<file path="src/rtl/cksw_pkg.sv">
package cksw_pkg;

   typedef enum logic [1:0] {
      CK_OFF  = 2'd0,
      CK_ACQ  = 2'd1,
      CK_FULL = 2'd2
   } ck_state_e;

   localparam int STAT_W   = 5;
   localparam int ST_IRQ   = 0;
   localparam int ST_LOCK  = 1;
   localparam int ST_TMO   = 2;
   localparam int ST_FULL  = 3;
   localparam int ST_SRC   = 4;

endpackage

</file>
<file path="src/rtl/cksw_sync.sv">
module cksw_sync #(
   parameter int STAGES = 2
) (
   input  logic clk,
   input  logic rst_n,
   input  logic d,
   output logic q
);

   generate
      if (STAGES < 2) begin : g_bad_stages
         $error("cksw_sync: STAGES must be at least 2");
      end
   endgenerate

   logic [STAGES-1:0] chain;

   always_ff @(posedge clk or negedge rst_n) begin
      if (!rst_n) chain <= '0;
      else        chain <= {chain[STAGES-2:0], d};
   end

   assign q = chain[STAGES-1];

endmodule

</file>
<file path="src/rtl/cksw_div_phase.sv">
module cksw_div_phase #(
   parameter int DIV = 8
) (
   input  logic clk,
   input  logic rst_n,
   input  logic run,
   output logic tap
);

   localparam int CW = (DIV > 2) ? $clog2(DIV) : 1;
   localparam logic [CW-1:0] LAST = CW'(DIV - 1);

   generate
      if (DIV < 2) begin : g_bad_div
         $error("cksw_div_phase: DIV must be at least 2");
      end
   endgenerate

   logic [CW-1:0] cnt;

   generate
      if ((DIV & (DIV - 1)) == 0) begin : g_pow2
         always_ff @(posedge clk or negedge rst_n) begin
            if (!rst_n)    cnt <= '0;
            else if (!run) cnt <= '0;
            else           cnt <= cnt + 1'b1;
         end
      end else begin : g_modn
         always_ff @(posedge clk or negedge rst_n) begin
            if (!rst_n)            cnt <= '0;
            else if (!run)         cnt <= '0;
            else if (cnt == LAST)  cnt <= '0;
            else                   cnt <= cnt + 1'b1;
         end
      end
   endgenerate

   assign tap = run && (cnt == LAST);


   tap_single_chk: assert property (@(posedge clk) disable iff (!rst_n)
      tap |=> !tap);

endmodule

</file>
<file path="src/rtl/cksw_lock_timer.sv">
module cksw_lock_timer #(
   parameter int LIM_LP   = 40960,
   parameter int LIM_PREC = 40960
) (
   input  logic clk,
   input  logic rst_n,
   input  logic active,
   input  logic locked,
   input  logic src,
   output logic expire
);

   localparam int LMAX = (LIM_LP > LIM_PREC) ? LIM_LP : LIM_PREC;
   localparam int TW   = $clog2(LMAX + 1);

   generate
      if (LIM_LP < 1 || LIM_PREC < 1) begin : g_bad_lim
         $error("cksw_lock_timer: limits must be positive");
      end
   endgenerate

   logic [TW-1:0] tmr;
   logic [TW-1:0] lim;

   assign lim = src ? TW'(LIM_PREC) : TW'(LIM_LP);

   always_ff @(posedge clk or negedge rst_n) begin
      if (!rst_n)          tmr <= '0;
      else if (!active)    tmr <= '0;
      else if (tmr != lim) tmr <= tmr + 1'b1;
   end

   assign expire = active && !locked && (tmr == lim - 1'b1);


   tmo_once_chk: assert property (@(posedge clk) disable iff (!rst_n)
      expire |=> !expire);

endmodule

</file>
<file path="src/rtl/cksw_status.sv">
module cksw_status
   import cksw_pkg::*;
(
   input  logic              clk,
   input  logic              rst_n,
   input  logic              locked,
   input  logic              full,
   input  logic              wake,
   input  logic              expire,
   input  logic              src_sel,
   input  logic              clr_wr,
   input  logic [STAT_W-1:0] clr_mask,
   output logic              src_q,
   output logic [STAT_W-1:0] status
);

   logic lock_q, irq, tmo_err;
   logic rise, clr_irq, clr_tmo;

   assign rise    = locked && !lock_q;
   assign clr_irq = clr_wr && clr_mask[ST_IRQ];
   assign clr_tmo = clr_wr && clr_mask[ST_TMO];

   always_ff @(posedge clk or negedge rst_n) begin
      if (!rst_n) begin
         lock_q  <= 1'b0;
         irq     <= 1'b0;
         tmo_err <= 1'b0;
         src_q   <= 1'b0;
      end else begin
         lock_q <= locked;
         if (rise)         irq <= 1'b1;
         else if (clr_irq) irq <= 1'b0;
         if (expire)                tmo_err <= 1'b1;
         else if (wake || clr_tmo)  tmo_err <= 1'b0;
         if (wake) src_q <= src_sel;
      end
   end

   always_comb begin
      status          = '0;
      status[ST_IRQ]  = irq;
      status[ST_LOCK] = locked;
      status[ST_TMO]  = tmo_err;
      status[ST_FULL] = full;
      status[ST_SRC]  = src_q;
   end


   lock_irq_chk: assert property (@(posedge clk) disable iff (!rst_n)
      (locked && !lock_q) |=> irq);


   irq_hold_chk: assert property (@(posedge clk) disable iff (!rst_n)
      (irq && !clr_irq) |=> irq);


   tmo_hold_chk: assert property (@(posedge clk) disable iff (!rst_n)
      (tmo_err && !clr_tmo && !wake) |=> tmo_err);


   src_hold_chk: assert property (@(posedge clk) disable iff (!rst_n)
      !wake |=> $stable(src_q));

endmodule

</file>
<file path="src/rtl/pll_lock_clk_switch.sv">
module pll_lock_clk_switch
   import cksw_pkg::*;
#(
   parameter int DIV          = 8,
   parameter int SYNC_STAGES  = 2,
   parameter int TMO_LP_CYC   = 40960,
   parameter int TMO_PREC_CYC = 40960
) (
   input  logic              clk,
   input  logic              rst_n,
   input  logic              pwr_up,
   input  logic              pll_lock,
   input  logic              src_sel,
   input  logic              clr_wr,
   input  logic [STAT_W-1:0] clr_mask,
   output logic              clk_en,
   output logic [STAT_W-1:0] status
);

   ck_state_e state, state_nx;
   logic      lock_s, tap, wake, expire, src_q;

   cksw_sync #(.STAGES(SYNC_STAGES)) u_sync (
      .clk(clk), .rst_n(rst_n), .d(pll_lock), .q(lock_s)
   );

   cksw_div_phase #(.DIV(DIV)) u_div (
      .clk(clk), .rst_n(rst_n), .run(state == CK_ACQ), .tap(tap)
   );

   cksw_lock_timer #(.LIM_LP(TMO_LP_CYC), .LIM_PREC(TMO_PREC_CYC)) u_tmr (
      .clk(clk), .rst_n(rst_n), .active(state == CK_ACQ),
      .locked(lock_s), .src(src_q), .expire(expire)
   );

   always_comb begin
      state_nx = state;
      unique case (state)
         CK_OFF:  if (pwr_up) state_nx = CK_ACQ;
         CK_ACQ:  if (!pwr_up) state_nx = CK_OFF;
                  else if (lock_s && tap) state_nx = CK_FULL;
         CK_FULL: if (!pwr_up) state_nx = CK_OFF;
                  else if (!lock_s) state_nx = CK_ACQ;
         default: state_nx = CK_OFF;
      endcase
   end

   always_ff @(posedge clk or negedge rst_n) begin
      if (!rst_n) state <= CK_OFF;
      else        state <= state_nx;
   end

   assign wake   = (state == CK_OFF) && pwr_up;
   assign clk_en = (state == CK_FULL) || tap;

   cksw_status u_stat (
      .clk(clk), .rst_n(rst_n), .locked(lock_s),
      .full(state == CK_FULL), .wake(wake), .expire(expire),
      .src_sel(src_sel), .clr_wr(clr_wr), .clr_mask(clr_mask),
      .src_q(src_q), .status(status)
   );


   aligned_sw_chk: assert property (@(posedge clk) disable iff (!rst_n)
      (state == CK_ACQ && !tap) |=> state != CK_FULL);


   idle_gate_chk: assert property (@(posedge clk) disable iff (!rst_n)
      !pwr_up |=> !clk_en);


   lock_loss_chk: assert property (@(posedge clk) disable iff (!rst_n)
      (state == CK_FULL && !lock_s && pwr_up) |=> state == CK_ACQ);


   always_comb begin
      if (!rst_n) begin
         reset_out_chk: assert (!clk_en || $isunknown(state));
      end
   end

endmodule

</file>
<file path="config.mk">
export PLATFORM = sky130hd
export DESIGN_NAME = pll_lock_clk_switch
export DESIGN_NICKNAME = d
export VERILOG_FILES = /design/src/rtl/cksw_pkg.sv /design/src/rtl/cksw_sync.sv /design/src/rtl/cksw_div_phase.sv /design/src/rtl/cksw_lock_timer.sv /design/src/rtl/cksw_status.sv /design/src/rtl/pll_lock_clk_switch.sv
export SDC_FILE = /design/constraint.sdc
export NUM_CORES = 1
export LEC_CHECK = 0
export ABC_AREA = 0
export BUFFER_PORTS_ARGS = -buffer_cell sky130_fd_sc_hd__buf_2
export CORE_ASPECT_RATIO = 2
export CORE_MARGIN = 4
export CORE_UTILIZATION = 47
export CTS_BUF_LIST = sky130_fd_sc_hd__clkbuf_8 sky130_fd_sc_hd__clkbuf_16
export CTS_CLUSTER_DIAMETER = 150
export DETAILED_ROUTE_END_ITERATION = 10
export GPL_ROUTABILITY_DRIVEN = 0
export GPL_TIMING_DRIVEN = 0
export HOLD_SLACK_MARGIN = 0.06
export PLACE_DENSITY = 0.65
export SYNTH_ARGS = -nofsm -noshare
export SYNTH_HDL_FRONTEND = slang
export SYNTH_SLANG_ARGS = --single-unit
</file>
<file path="constraint.sdc">
create_clock -name clk -period 2.92 [get_ports clk]
set_input_delay 0.584 -clock clk [delete_from_list [all_inputs] [get_ports clk]]
set_output_delay 0.584 -clock clk [all_outputs]
set_load 0.01 [all_outputs]
</file>
==> results.sh <==
export IMPL_outcome="finished, final reports clean"
export IMPL_cp_num_buf_inv=1
export IMPL_p_leak_nw=0.697
export IMPL_ys_flop_type="dfrtp_1"
export IMPL_cellPowerDensity_nw_per_um2=435
export IMPL_die_w_um=46.5
export IMPL_worst_ir_drop_vdd_mv=0.279
export IMPL_die_y_um=84.9
export IMPL_area_sequential_um2=676
export IMPL_crit_path_start_kind="register"
export IMPL_crit_type="reg2out"
export IMPL_cp_end_kind="output port"
export IMPL_cts_setup_buffers=0
export IMPL_htreeDepth=1
export IMPL_fin_crit_ns=1.96
export IMPL_final_setup_tns_ns=0
export IMPL_cpMostUsedCell="ha_1"
export IMPL_fin_nets=170
export IMPL_wl_mm=2.93
export IMPL_critical_path_arrival_ns=1.37
export IMPL_dpl_hpwl_mm=2.20
export IMPL_synth_area_um2=1390
export IMPL_port_buffers=13
export IMPL_syn_inst=137
export IMPL_cts_buffers=3
export IMPL_max_freq_mhz=511
export IMPL_skew_ns=0.00310
export IMPL_postCtsHoldBufs=0
export IMPL_finalSetupViolCount=0
export IMPL_rows=27
export IMPL_critical_path_top_delay_family="adder cells"
export IMPL_clk_pin_slew_ns=0.09
export IMPL_placed_cells=179
export IMPL_cts_root_buf="clkbuf_8"
export IMPL_area_delta_synth_final_pct=10.5
export IMPL_cts_resized=0
export IMPL_cpMaxStageDelayCell="dfrtp_1"
export IMPL_cp_required_ns=2.34
export IMPL_drc=0
export IMPL_ys_seq_area_share_pct=48.6
export IMPL_start_util_pct=49.6
export IMPL_worstPathCellList="ha_1 > ha_1 > a21o_1 > buf_2"
export IMPL_antenna_left=0
export IMPL_yosysWarnings=0
export IMPL_reg2reg_depth=3
export IMPL_gr_total_overflow=0
export IMPL_cts_tree="yes"
export IMPL_dieArea_um2=3940
export IMPL_multiInputGateArea_um2=633
export IMPL_core_um2=2800
export IMPL_worst_path_stages=4
export IMPL_antenna_cells=0
export IMPL_grt_max_degree=28
export IMPL_cts_sinks=27
export IMPL_period_share_pct=67.0
export IMPL_clockBufferDepth=2
export IMPL_cp_max_fo=2
export IMPL_drt_initial_drc_count=51
export IMPL_finish_utilization_pct=54.8
export IMPL_stdcell_count=183
export IMPL_fin_ws_ns=0.964
export IMPL_firstDrtPassIters=4
export IMPL_synthArstFlopShare_pct=100
export IMPL_synth_seq_cells=27
export IMPL_avgSynthCellArea_um2=10.1
export IMPL_slew_headroom_pct=59.8
export IMPL_fillers=278
export IMPL_drive_gt1_share_pct=18.8
export IMPL_clkLatencyLatePin_ns=0.27
export IMPL_grt_pass1_vias=1117
export IMPL_drv_cap=0
export IMPL_antenna_found_initial=0
export IMPL_ys_types=35
export IMPL_synth_edf_count=0
export IMPL_vias=1100
export IMPL_detail_route_wl_per_cell_um=16.0
export IMPL_grt_pass1_wl_mm=4.93
export IMPL_finalHoldViolations=0
export IMPL_cp_slowest_stage_delay_ns=0.39
export IMPL_place_ws_ns=1.23
export IMPL_num_io_pins=17
export IMPL_finalPower_mw=0.669
export IMPL_syn_nets=152
export IMPL_finalMaxSlewViolations=0
export IMPL_grt_use_total_pct=16.9
export IMPL_rsz0062_at_grt="no"
export IMPL_worstMarginPinSlew_ns=0.603
export IMPL_vias_per_cell=6.01
export IMPL_min_path_type="in2async"
per-stage QoR:
step | area, um^2 | hold slack, ns
finish | 1540 | 0.305
global route | 1540 | 0.349
CTS | 1540 | 0.331
detailed placement | 1490 | 0.354
global placement | 1490 | 0.333
floorplan | 1390 | 0.288
cell type report:
cell class	count	area share, %
Buffer	9	3.58
Inverter	7	1.71
Clock buffer	3	2.69
Sequential cell	27	44.0
Timing Repair Buffer	13	4.23
Tap cell	29	2.36
Clock inverter	1	0.244
Multi-Input combinational cell	94	41.2
placed cells by master (no fill, tap or decap), types with 4 or more instances in the layout:
| cell | Yosys | routed |
|---|---|---|
| or4_1 | 4 | 4 |
| dfrtp_1 | 27 | 27 |
| nor4_1 | 5 | 5 |
| a21oi_1 | 5 | 5 |
| nand2_1 | 18 | 18 |
| nand3_1 | 7 | 7 |
| mux2i_1 | 8 | 8 |
| buf_2 | 2 | 15 |
| inv_1 | 7 | 8 |
| nand4_1 | 4 | 4 |
| ha_1 | 4 | 4 |
| buf_4 | 5 | 5 |
| nand2b_1 | 7 | 7 |
synth_stat cells (all sizes together), types with 2 or more instances:
| cell type | n | area share, % |
|---|---|---|
| dfrtp | 27 | 49 |
| nand2 | 18 | 4.9 |
| mux2i | 8 | 5.8 |
| buf | 7 | 3.4 |
| inv | 7 | 1.9 |
| nand2b | 7 | 3.2 |
| nand3 | 7 | 2.5 |
| nor4 | 6 | 3.8 |
| a21oi | 5 | 1.8 |
| or4 | 5 | 3.0 |
| ha | 4 | 3.6 |
| nand4 | 4 | 1.8 |
| nor2 | 3 | 0.81 |
| o21ai | 3 | 1.1 |
| o31ai | 3 | 1.6 |
| or3 | 3 | 1.4 |
| a21o | 2 | 1.1 |
| and2 | 2 | 0.90 |
| clkbuf | 2 | 0.54 |
| nor2b | 2 | 0.90 |
| xor2 | 2 | 1.3 |
registers in the layout (all words and copies together) (netlist names):
name / count
u_div.cnt: 3
u_sync.chain: 2
state: 2
u_stat.tmo_err: 1
u_tmr.tmr: 16
u_stat.lock_q: 1
u_stat.irq: 1
u_stat.src_q: 1
kinds of logic (layout without fill, tap and decap cells):
group	after synthesis	count (layout)	synth area share [%]
AND/OR/NAND/NOR	62	62	26.2
flip-flops	27	27	48.6
buffers and inverters	16	33	5.85
AO/OA/AOI/OAI	17	17	7.92
multiplexers	9	9	6.57
XOR/XNOR	2	2	1.26
adder cells (fa/ha/maj)	4	4	3.60
final timing paths:
| kind | endpoint | startpoint | slack (ns) |
|---|---|---|---|
| max | clk_en | u_div.cnt[0] | 0.96 |
| min | u_div.cnt[1] | rst_n | 0.31 |
| min reg2reg | u_sync.chain[1] | u_sync.chain[0] | 0.37 |
| min in group clk | u_sync.chain[1] | u_sync.chain[0] | 0.37 |
| max reg2reg | u_tmr.tmr[1] | u_tmr.tmr[2] | 1.22 |
| max in group asynchronous | u_tmr.tmr[10] | rst_n | 2.21 |
report_power, final:
part | total [mW] | leakage [nW] | internal, mW | switching (mW)
Clock | 0.211 | 0.0269 | 0.0944 | 0.117
Sequential | 0.398 | 0.358 | 0.386 | 0.0113
Combinational | 0.0599 | 0.312 | 0.0258 | 0.0341
routing by layer:
metal	track usage, %	vias up	share of wire [%]	routed length (um)
met5	0	-	0	0
met4	8.29	0	3.4	99
met3	2.12	10	4.6	136
met2	30.2	32	55	1600
met1	18.2	534	37	1090
li1	-	524	-	-
No activity file was read; power rests on OpenSTA's default activity.
